## src/rtl/mtrap_pkg.sv

```systemverilog
package mtrap_pkg;
  localparam int OFF_W   = 12;
  localparam int ILEN    = 32;
  localparam int CODE_W  = 4;

  typedef enum logic [1:0] {
    SZ_BYTE  = 2'd0,
    SZ_HALF  = 2'd1,
    SZ_WORD  = 2'd2,
    SZ_DWORD = 2'd3
  } acc_size_e;

  typedef enum logic {
    SEL_TVEC = 1'b0,
    SEL_SEPC = 1'b1
  } csr_sel_e;

  localparam logic [CODE_W-1:0] CODE_ILLEGAL   = 4'd2;
  localparam logic [CODE_W-1:0] CODE_LD_ALIGN  = 4'd4;
  localparam logic [CODE_W-1:0] CODE_ST_ALIGN  = 4'd6;

  typedef struct packed {
    logic              take;
    logic [CODE_W-1:0] code;
    logic              tval_addr;
  } trap_info_t;
endpackage

```

## src/rtl/mtrap_addr_check.sv

```systemverilog
module mtrap_addr_check
  import mtrap_pkg::*;
#(
  parameter int XLEN = 64
) (
  input  logic [XLEN-1:0]  base_i,
  input  logic [OFF_W-1:0] offset_i,
  input  logic [1:0]       size_i,
  output logic [XLEN-1:0]  ea_o,
  output logic             misaligned_o,
  output logic             size_illegal_o
);
  localparam int EXT_W = XLEN - OFF_W;

  logic dw_mis;
  logic dw_bad;

  assign ea_o = base_i + {{EXT_W{offset_i[OFF_W-1]}}, offset_i};

  generate
    if (XLEN >= 64) begin : g_dword
      assign dw_mis = |ea_o[2:0];
      assign dw_bad = 1'b0;
    end else begin : g_no_dword
      assign dw_mis = 1'b0;
      assign dw_bad = 1'b1;
    end
  endgenerate

  always_comb begin
    misaligned_o   = 1'b0;
    size_illegal_o = 1'b0;
    case (acc_size_e'(size_i))
      SZ_BYTE:  misaligned_o = 1'b0;
      SZ_HALF:  misaligned_o = ea_o[0];
      SZ_WORD:  misaligned_o = |ea_o[1:0];
      SZ_DWORD: begin
        misaligned_o   = dw_mis;
        size_illegal_o = dw_bad;
      end
      default:  misaligned_o = 1'b0;
    endcase
  end
endmodule

```

## src/rtl/mtrap_cause_sel.sv

```systemverilog
module mtrap_cause_sel
  import mtrap_pkg::*;
(
  input  logic       valid_i,
  input  logic       illegal_i,
  input  logic       mem_en_i,
  input  logic       store_i,
  input  logic       misaligned_i,
  input  logic       size_illegal_i,
  output trap_info_t info_o
);
  logic ill_any;
  logic mis_any;

  assign ill_any = illegal_i | (mem_en_i & size_illegal_i);
  assign mis_any = mem_en_i & misaligned_i;

  // illegal outranks misalignment
  always_comb begin
    info_o = '0;
    if (valid_i) begin
      if (ill_any) begin
        info_o.take      = 1'b1;
        info_o.code      = CODE_ILLEGAL;
        info_o.tval_addr = 1'b0;
      end else if (mis_any) begin
        info_o.take      = 1'b1;
        info_o.code      = store_i ? CODE_ST_ALIGN : CODE_LD_ALIGN;
        info_o.tval_addr = 1'b1;
      end
    end
  end
endmodule

```

## src/rtl/mtrap_csr_file.sv

```systemverilog
module mtrap_csr_file
  import mtrap_pkg::*;
#(
  parameter int              XLEN      = 64,
  parameter logic [XLEN-1:0] TVEC_RST  = XLEN'(32'h1010)
) (
  input  logic              clk_i,
  input  logic              rst_ni,
  input  logic              trap_i,
  input  logic [CODE_W-1:0] code_i,
  input  logic [XLEN-1:0]   tval_i,
  input  logic [XLEN-1:0]   epc_i,
  input  logic              we_i,
  input  logic              sel_i,
  input  logic [XLEN-1:0]   wdata_i,
  output logic [XLEN-1:0]   mtvec_o,
  output logic [XLEN-1:0]   mepc_o,
  output logic [XLEN-1:0]   mcause_o,
  output logic [XLEN-1:0]   mtval_o,
  output logic [XLEN-1:0]   sepc_o
);
  always_ff @(posedge clk_i or negedge rst_ni) begin
    if (!rst_ni) begin
      mepc_o   <= '0;
      mcause_o <= '0;
      mtval_o  <= '0;
    end else if (trap_i) begin
      mepc_o   <= epc_i;
      mcause_o <= XLEN'(code_i);
      mtval_o  <= tval_i;
    end
  end

  always_ff @(posedge clk_i or negedge rst_ni) begin
    if (!rst_ni) begin
      mtvec_o <= TVEC_RST;
      sepc_o  <= '0;
    end else if (we_i) begin
      if (csr_sel_e'(sel_i) == SEL_TVEC) mtvec_o <= {wdata_i[XLEN-1:2], 2'b00};
      else                               sepc_o  <= wdata_i;
    end
  end
endmodule

```

## src/rtl/mtrap_entry.sv

```systemverilog
module mtrap_entry
  import mtrap_pkg::*;
#(
  parameter int              XLEN     = 64,
  parameter logic [XLEN-1:0] TVEC_RST = XLEN'(32'h1010)
) (
  input  logic             clk_i,
  input  logic             rst_ni,
  input  logic             valid_i,
  input  logic [XLEN-1:0]  pc_i,
  input  logic [31:0]      instr_i,
  input  logic             illegal_i,
  input  logic             sret_i,
  input  logic             mem_en_i,
  input  logic             mem_store_i,
  input  logic [1:0]       mem_size_i,
  input  logic [XLEN-1:0]  base_i,
  input  logic [11:0]      offset_i,
  input  logic             csr_we_i,
  input  logic             csr_sel_i,
  input  logic [XLEN-1:0]  csr_wdata_i,
  output logic             trap_o,
  output logic             access_ok_o,
  output logic [XLEN-1:0]  next_pc_o,
  output logic [XLEN-1:0]  mtvec_o,
  output logic [XLEN-1:0]  mepc_o,
  output logic [XLEN-1:0]  mcause_o,
  output logic [XLEN-1:0]  mtval_o,
  output logic [XLEN-1:0]  sepc_o
);
  localparam logic [XLEN-1:0] STEP = XLEN'(ILEN / 8);

  logic [XLEN-1:0] ea;
  logic            misaligned;
  logic            size_illegal;
  trap_info_t      info;
  logic [XLEN-1:0] tval;

  mtrap_addr_check #(.XLEN(XLEN)) i_addr (
    .base_i         (base_i),
    .offset_i       (offset_i),
    .size_i         (mem_size_i),
    .ea_o           (ea),
    .misaligned_o   (misaligned),
    .size_illegal_o (size_illegal)
  );

  mtrap_cause_sel i_cause (
    .valid_i        (valid_i),
    .illegal_i      (illegal_i),
    .mem_en_i       (mem_en_i),
    .store_i        (mem_store_i),
    .misaligned_i   (misaligned),
    .size_illegal_i (size_illegal),
    .info_o         (info)
  );

  assign tval = info.tval_addr ? ea : XLEN'(instr_i);

  mtrap_csr_file #(.XLEN(XLEN), .TVEC_RST(TVEC_RST)) i_csr (
    .clk_i    (clk_i),
    .rst_ni   (rst_ni),
    .trap_i   (info.take),
    .code_i   (info.code),
    .tval_i   (tval),
    .epc_i    (pc_i),
    .we_i     (csr_we_i),
    .sel_i    (csr_sel_i),
    .wdata_i  (csr_wdata_i),
    .mtvec_o  (mtvec_o),
    .mepc_o   (mepc_o),
    .mcause_o (mcause_o),
    .mtval_o  (mtval_o),
    .sepc_o   (sepc_o)
  );

  assign trap_o      = info.take;
  assign access_ok_o = valid_i & mem_en_i & ~info.take;

  always_comb begin
    if (info.take)               next_pc_o = mtvec_o;
    else if (valid_i && sret_i)  next_pc_o = sepc_o;
    else                         next_pc_o = pc_i + STEP;
  end
endmodule

```

## config.mk

```make
export PLATFORM = sky130hd
export DESIGN_NAME = mtrap_entry
export DESIGN_NICKNAME = d
export VERILOG_FILES = /design/src/rtl/mtrap_pkg.sv /design/src/rtl/mtrap_addr_check.sv /design/src/rtl/mtrap_cause_sel.sv /design/src/rtl/mtrap_csr_file.sv /design/src/rtl/mtrap_entry.sv
export SDC_FILE = /design/constraint.sdc
export NUM_CORES = 1
export LEC_CHECK = 0
export ABC_AREA = 1
export BUFFER_PORTS_ARGS = -buffer_cell sky130_fd_sc_hd__buf_4
export CORE_AREA = 2 2 246 248
export CTS_CLUSTER_SIZE = 28
export DETAILED_ROUTE_END_ITERATION = 6
export DIE_AREA = 0 0 248 250
export PLACE_DENSITY = 0.58
export SETUP_SLACK_MARGIN = 0.1
export SKIP_CTS_REPAIR_TIMING = 1
export SYNTH_ARGS = -nofsm -noshare
export SYNTH_HDL_FRONTEND = slang
export SYNTH_HIERARCHICAL = 1
export SYNTH_SLANG_ARGS = --single-unit
```

## constraint.sdc

```tcl
create_clock -name clk_i -period 6.9 [get_ports clk_i]
set_input_delay 0.69 -clock clk_i [delete_from_list [all_inputs] [get_ports clk_i]]
set_output_delay 0.69 -clock clk_i [all_outputs]
set_load 0.02 [all_outputs]
```

* Yosys cells after proc, flatten, opt, wreduce, memory -nomap -nowiden
Index checks and enable logic that the tools add are counted.
Operators by class: add/subtract/negate cells 2, equal/unequal tests 3, mux-type cells 8, bitwise gates (word level) 5, reduce and logical (&&, ||, !) cells 6
Operators by type and width (number):
- 2-to-1 mux 64 bit | 3
- adder 64 x 3 -> 64 bit (second input constant) | 1
- adder 64 bit | 1
- 2-to-1 mux 6 bit | 3
- equality test 2 bit (second input constant) | 2
- case mux 1 bit (4 select lines) | 1
- AND reduction 2 bit | 2
- bitwise AND 1 bit | 3
- OR reduction 3 bit | 1
- equality test 2 x 1 -> 1 bit (second input constant) | 1
- zero test 2 bit | 1
- 2-to-1 mux 2 bit | 1
- inverter 1 bit | 2
- OR reduction 2 bit | 1
- logical AND 1 bit | 1
Word-level totals: register bits 258, output and inout port bits 386

* Logic depth before layout (Yosys ltp)
Gate-level depths: netlist (run 1).
depth after elaboration 9, mapped depth 18

* Hierarchy
The synthesis (run 1) kept the hierarchy.
By module, submodules not included:
- mtrap_csr_file | instances 1, cells an instance 1166, area an instance 10513.8 um^2
- mtrap_addr_check | instances 1, cells an instance 1296, area an instance 6055.8 um^2
- mtrap_entry | instances 1, cells an instance 944, area an instance 4266.6 um^2
- mtrap_cause_sel | instances 1, cells an instance 13, area an instance 68.8 um^2

* Worst setup path before layout (run 1)
OpenSTA, ideal clock, no wires.
kind input to output, start point input base_i[0], end point output next_pc_o[19], data arrival time 3077 ps, slack 3133 ps, stages on the path 12, path buffers 3, cell sequence ha_1 fa_1 xor2_1 nand2_1 a21oi_1 nand3_1 nand2_1 clkbuf_1 clkbuf_1 clkbuf_1 nand2_1 o21ai_0
Between the ends: word-level cells in the longest chain between the ends 8, elaborated cells between the ends (all ways) 9, those cells by class 1 x add/sub; 5 x mux; 1 x bitwise; 2 x reduce/logical
Ends and longest elaborated chain:
- from (decl) | RTL line mtrap_entry.sv:17 | input logic [XLEN-1:0] base_i,
- adder 64 bit | RTL line mtrap_addr_check.sv:18 | assign ea_o = base_i + {{EXT_W{offset_i[OFF_W-1]}}, offset_i};
- net ea[2] | RTL line mtrap_entry.sv:33 | logic [XLEN-1:0] ea;
- OR reduction 3 bit | RTL line mtrap_addr_check.sv:22 | assign dw_mis = |ea_o[2:0];
- case mux 1 bit (4 select lines) | RTL line mtrap_addr_check.sv:33 | case (acc_size_e'(size_i))
- net misaligned | RTL line mtrap_entry.sv:34 | logic misaligned;
- bitwise AND 1 bit | RTL line mtrap_cause_sel.sv:16 | assign mis_any = mem_en_i & misaligned_i;
- 2-to-1 mux 6 bit | RTL line mtrap_cause_sel.sv:26 | end else if (mis_any) begin
- 2-to-1 mux 6 bit | RTL line mtrap_cause_sel.sv:22 | if (ill_any) begin
- 2-to-1 mux 6 bit | RTL line mtrap_cause_sel.sv:21 | if (valid_i) begin
- net trap_o | RTL line mtrap_entry.sv:22 | output logic trap_o,
- 2-to-1 mux 64 bit | RTL line mtrap_entry.sv:81 | if (info.take) next_pc_o = mtvec_o;
- to (decl) | RTL line mtrap_entry.sv:24 | output logic [XLEN-1:0] next_pc_o,
The timed path passes the listed nets, and every way through them passes these cells.

* Final worst setup path (run 1)
start point input base_i[0], end point output next_pc_o[5]
Between the ends: word-level cells in the longest chain between the ends 8, elaborated cells between the ends (all ways) 9, those cells by class 1 x add/sub; 5 x mux; 1 x bitwise; 2 x reduce/logical
Ends and longest elaborated chain (RTL line):
- adder 64 bit | mtrap_addr_check.sv:18
- net ea[2] | mtrap_entry.sv:33
- OR reduction 3 bit | mtrap_addr_check.sv:22
- case mux 1 bit (4 select lines) | mtrap_addr_check.sv:33
- net misaligned | mtrap_entry.sv:34
- bitwise AND 1 bit | mtrap_cause_sel.sv:16
- 2-to-1 mux 6 bit | mtrap_cause_sel.sv:26
- 2-to-1 mux 6 bit | mtrap_cause_sel.sv:22
- 2-to-1 mux 6 bit | mtrap_cause_sel.sv:21
- 2-to-1 mux 64 bit | mtrap_entry.sv:81
The timed path passes the listed nets, and every way through them passes these cells.

==> flow_summary.json, run 1 <==
{
  "arrival_ns": 3.97,
  "cts_buffers": 31,
  "core_um2": 59600,
  "cts_tree": "yes",
  "ys_ff_latch": 258,
  "run_status": "finished, final reports clean",
  "finalSetupViolCount": 0,
  "clock_tree.root_cell": "clkbuf_16",
  "layout-drive-gt1-share_pct": 19.7,
  "synth_ff_type": "dfrtp_1",
  "numPlacedInstances": 4676,
  "slew_viol_final": 0,
  "period_needed_ns": 4.66,
  "critPathTopFamily": "buffers and inverters",
  "multiInputGateArea_um2": 11700,
  "rr_worst_depth": 2,
  "viasPerCell": 4.76,
  "critical-path-max-stage-delay_ns": 0.53,
  "timing.rr.start": "i_csr/mtvec_o[12]",
  "worstReg2RegEnd": "i_csr/mtvec_o[12]",
  "die_area_um2": 62000,
  "yosys.area.top_type": "dfrtp_1",
  "routed_wl_um": 89500,
  "cp-end-kind": "output port",
  "syn_area_um2": 20900,
  "vdd_drop_max_uv": 197,
  "path_max_fanout": 47,
  "synth_cell_types": 37,
  "whs_ns": 0.0373,
  "grt_pass1_vias": 20979,
  "yosysSeqAreaShare_pct": 30.9,
  "worst_pin_slew_ns": 0.940,
  "regArea_um2": 6460,
  "critPathKind": "in2out",
  "cp_num_buf_inv": 3,
  "io_pins": 633,
  "path_clk_slew_ns": 0.06,
  "grt_overflow_total": 0,
  "fin_worst_skew_ns": 0,
  "rsz0062_at_grt": "false",
  "syn_inst": 3419,
  "fp.dieH_um": 250,
  "initial_core_util_pct": 35.1,
  "setup_slack_ns": 2.24,
  "p_total_mw": 5.48,
  "cpMaxStageDelayCell": "inv_1",
  "row_count": 90,
  "yosys_warnings": 6,
  "drc": 0,
  "async_reset_ff_share_pct": 100,
  "startpoint_type": "input pin",
  "synthTopCellsByArea": "dfrtp_1 (31%), nand2_1 (24%), inv_1 (9.8%)",
  "via_count": 22535,
  "min_period_over_period_pct": 67.5,
  "powerDensity_nw_per_um2": 207,
  "cts.sinks": 258,
  "cp_cell_sequence": "buf_4 > ha_1 > fa_1 > xor2_1 > nand2_1 > a21oi_1 > nand3_1 > nand2_4 > inv_1 > a31oi_1 > buf_4",
  "dr.pass1.iters": 5,
  "wl_per_cell_um": 18.9,
  "antenna_left": 0,
  "maxCapViolations": 0,
  "dp_hpwl_um": 72000,
  "max_freq_mhz": 215,
  "globalplace.congestion": 0.970,
  "final.fill_count": 6441,
  "drt_first_iter_violations": 1767,
  "grt_max_degree": 134,
  "fin_nets": 4239,
  "synth_top_area_share_pct": 30.6,
  "grt_pass1_wl_um": 132000,
  "layoutNonFillerInstCount": 4732,
  "antenna_found_initial": 4,
  "synth_edf_count": 0,
  "hold_viol": 0,
  "leakage_nw": 15.3,
  "htreeDepth": 1,
  "syn_area_per_cell_um2": 6.11,
  "regToRegSetupSlack_ns": 6.11,
  "holdCritPathClass": "in2async",
  "required_ns": 6.21,
  "track_usage_pct": 28.1,
  "dp_slack_ns": 2.18,
  "cts_buffer_depth": 3,
  "areaGrowthSynthToFinish_pct": 26.8,
  "crit_top_cell": "buf_4",
  "fp.dieW_um": 248,
  "setup-tns-final_ns": 0,
  "relSlewSlack_pct": 37.3,
  "insertion_delay_ns": 0.61,
  "portBuffers": 570
}
[how the worst max path moves through the flow]
stage / from / endpoint / slack [ns] / depth (start not counted)
finish: base_i[0] / next_pc_o[5] / 2.24 / 11
global route: base_i[0] / next_pc_o[5] / 1.98 / 11
floorplan: base_i[0] / next_pc_o[19] / 3.13 / 12
global placement: base_i[0] / next_pc_o[5] / 2.23 / 11
CTS: base_i[0] / next_pc_o[5] / 2.16 / 11
detailed placement: base_i[0] / next_pc_o[5] / 2.18 / 11
[through the flow]
step | cell area [um^2] | util [%]
finish | 26500 | 44.5
global route | 26500 | 44.5
CTS | 26500 | 44.5
detailed placement | 25600 | 42.9
global placement | 25600 | 42.9
floorplan | 21100 | -
[cells in the mapped netlist, types with 29 or more instances]
library cell	n
ha_1	64
nand4_1	29
nor2_2	36
nand2_1	1357
a21oi_1	49
nand2_2	39
buf_2	48
o21ai_0	153
clkbuf_1	38
dfrtp_1	256
buf_4	74
mux2_2	32
inv_1	547
nand3_1	239
nor2_1	297
xor2_1	48
[power breakdown]
group / internal (mW) / switching (mW) / total [mW]
Combinational: 0.728 / 1.31 / 2.04
Sequential: 1.71 / 0.169 / 1.88
Clock: 0.857 / 0.711 / 1.57
Total: 3.30 / 2.19 / 5.48
[sequential cells by signal, summed over array words and instances, names as in the netlist]
| name | count |
|---|---|
| i_csr/mtval_o | 64 |
| i_csr/mepc_o | 64 |
| i_csr/mcause_o | 4 |
| i_csr/sepc_o | 64 |
| i_csr/mtvec_o | 62 |
[worst reg2reg max path, stage by stage, from the launching register on]
cell	delay, ns
dfstp_2	0.58
nand2_1	0.06
nand2_1	0.09
[metal layers]
layer,up-vias,track usage [%],share of wire [%]
li1,11282,-,-
met1,10299,38.5,44
met2,809,44.2,45
met3,143,4.88,7.8
met4,2,10.0,3.6
met5,-,0,0.015
[kinds of logic (layout without fill, tap and decap cells)]
| kind of cell | Yosys count | in the layout | share of synthesized area (%) |
|---|---|---|---|
| multiplexers | 32 | 32 | 1.72 |
| AO/OA/AOI/OAI | 234 | 234 | 5.71 |
| XOR/XNOR | 57 | 57 | 2.39 |
| flip-flops | 258 | 258 | 30.9 |
| AND/OR/NAND/NOR | 2048 | 2048 | 40.7 |
| adder cells (fa/ha/maj) | 65 | 65 | 3.93 |
| buffers and inverters | 722 | 1188 | 14.6 |
| other | 3 | 68 | 0.0539 |
[layout by cell type (no fill, tap or decap), drive strengths merged]
master,n
fa,1
ha,64
diode,3
nor4,2
nand3,250
xnor2,9
o211ai,3
nand4,29
nand2,1398
a21oi,49
nor3,18
dfrtp,256
buf,581
o21ai,173
or2,4
clkinvlp,1
clkbuf,43
clkinv,9
dfstp,2
o21bai,3
xor2,48
a31oi,6
mux2,32
conb,65
nor2,347
inv,554
[layout make-up]
class,count,share of cell area [%]
diodes,3,0.0283
inverters,554,7.85
flip-flops and latches,258,24.4
multi-input cells,2501,44.0
well taps,782,3.69
clock inverters,10,0.283
clock buffers,43,3.21
repair buffers,581,16.6
No activity file was read; power rests on OpenSTA's default activity.
==> inputs of run 2 (changes only) <==
==> constraint.sdc (replaced) <==
create_clock -name clk_i -period 4.82 [get_ports clk_i]
set_input_delay 0.482 -clock clk_i [delete_from_list [all_inputs] [get_ports clk_i]]
set_output_delay 0.482 -clock clk_i [all_outputs]
set_load 0.02 [all_outputs]
==> flow_summary.json, run 2 (same netlist as run 1, synthesis figures left out) <==
{
  "io_pins": 633,
  "met2_usage_pct": 43.9,
  "die_area_um2": 62000,
  "routed_wl_um": 89900,
  "path_clk_slew_ns": 0.06,
  "antenna_found_initial": 5,
  "met3_usage_pct": 5.97,
  "worst_pin_slew_ns": 0.914,
  "row_count": 90,
  "period_needed_ns": 3.72,
  "cp-end-kind": "output port",
  "maxCapViolations": 0,
  "layout_common_cells": "nand2_1 (1355), buf_4 (578), inv_1 (547), nor2_1 (296), dfrtp_1 (256)",
  "track_usage_pct": 28.4,
  "p_total_mw": 8.22,
  "drc": 0,
  "htreeDepth": 2,
  "layoutNonFillerInstCount": 4742,
  "via_count": 22477,
  "insertion_delay_ns": 0.56,
  "initial_core_util_pct": 35.1,
  "numPlacedInstances": 4678,
  "setup-tns-final_ns": 0,
  "grt_pass1_vias": 20877,
  "globalplace.congestion": 0.985,
  "use_met1_pct": 38.8,
  "powerDensity_nw_per_um2": 307,
  "fin_nets": 4245,
  "layout-drive-gt1-share_pct": 20.0,
  "postLayoutCoreUtil_pct": 44.9,
  "viasPerCell": 4.74,
  "clock_tree.root_cell": "clkbuf_16",
  "arrival_ns": 3.24,
  "hold_viol": 0,
  "wl_per_cell_um": 19.0,
  "cts_tree": "yes",
  "fp.dieW_um": 248,
  "grt.busiest_layer": "met2",
  "run_status": "finished, final reports clean",
  "finalSetupViolCount": 0,
  "core_um2": 59600,
  "fp.dieH_um": 250,
  "holdCritPathClass": "in2reg",
  "layout_commonest_cell": "nand2_1",
  "relSlewSlack_pct": 39.1,
  "cts_buffer_depth": 3,
  "drt_first_iter_violations": 1967,
  "min_period_over_period_pct": 77.2,
  "dp_hpwl_um": 71900,
  "max_freq_mhz": 269,
  "fin_worst_skew_ns": 0,
  "grt_overflow_total": 0,
  "grt_max_degree": 160,
  "grt_pass1_wl_um": 132000,
  "leakage_nw": 15.4,
  "required_ns": 4.34,
  "vdd_drop_max_uv": 221,
  "cts.sinks": 258,
  "top_regs": "i_csr/mepc_o x64, i_csr/mtval_o x64, i_csr/sepc_o x64",
  "path_max_fanout": 159,
  "critPathKind": "in2out",
  "dr.pass1.iters": 5,
  "antenna_left": 0,
  "rsz0062_at_grt": "false",
  "startpoint_type": "input pin",
  "slew_viol_final": 0,
  "cts_buffers": 34,
  "areaGrowthSynthToFinish_pct": 27.9,
  "portBuffers": 570
}
run 2: changes by cell type in the layout (fill, tap and decap cells not counted), moves of 2 or more:
cell	delta
buf_12	+2
clkbuf_1	-2
clkbuf_16	+3
clkbuf_8	+5
clkinv_2	-3
inv_6	+2
nand2_2	+2
nand2_4	-2
run 2: where the power goes:
part,internal (mW),switching (mW)
logic,1.05,1.88
clock network,1.50,1.09
registers,2.45,0.244
total,5.00,3.22
run 2: worst max-delay path, stage by stage:
cell and delay (ns):
buf_4 0.11, ha_1 0.25, fa_1 0.43, xor2_1 0.19, nand2_1 0.07, a21oi_1 0.27
nand3_1 0.25, nand2_4 0.18, buf_12 0.43, nor2_1 0.11, nand2_1 0.09, nand2_1 0.06
buf_4 0.15
run 2: routing by layer:
layer,up-vias,part of all wire (%)
li1,11306,-
met1,10220,44
met2,796,44
met3,151,8.2
met4,4,3.7
met5,-,0.030
run 2: final cells by class:
| class | instances | area (um^2) |
|---|---|---|
| multi-input cells | 2501 | 11600 |
| inverters | 554 | 2080 |
| repair buffers | 584 | 4440 |
| clock inverters | 11 | 135 |
| diodes | 3 | 7.51 |
| clock buffers | 49 | 987 |
| flip-flops and latches | 258 | 6460 |
| fillers | 6526 | 32800 |
| well taps | 782 | 978 |
run 2: path summary, 6_finish.rpt:
path / start / end / slack [ns] / cells after the start
max in group asynchronous: rst_ni / i_csr/mepc_o[0] / 3.01 / 3
hold / removal: csr_wdata_i[1] / i_csr/sepc_o[1] / 0.14 / 3
min in group asynchronous: rst_ni / i_csr/sepc_o[47] / 0.51 / 2
setup reg to reg: i_csr/mtvec_o[12] / i_csr/mtvec_o[12] / 4.05 / 2
hold reg to reg: i_csr/mtvec_o[4] / i_csr/mtvec_o[4] / 0.49 / 2
setup / recovery: base_i[0] / next_pc_o[38] / 1.10 / 13
run 2: metrics by stage:
stage | hold slack [ns] | worst slack, ns | instance area, um^2
after floorplan | 0.186 | 1.47 | 21100
after global placement | 0.480 | 1.17 | 25600
after detailed placement | 0.486 | 1.13 | 25600
after CTS | -0.00159 | 1.12 | 26700
after global routing | 0.127 | 0.873 | 26700
final | 0.141 | 1.10 | 26700
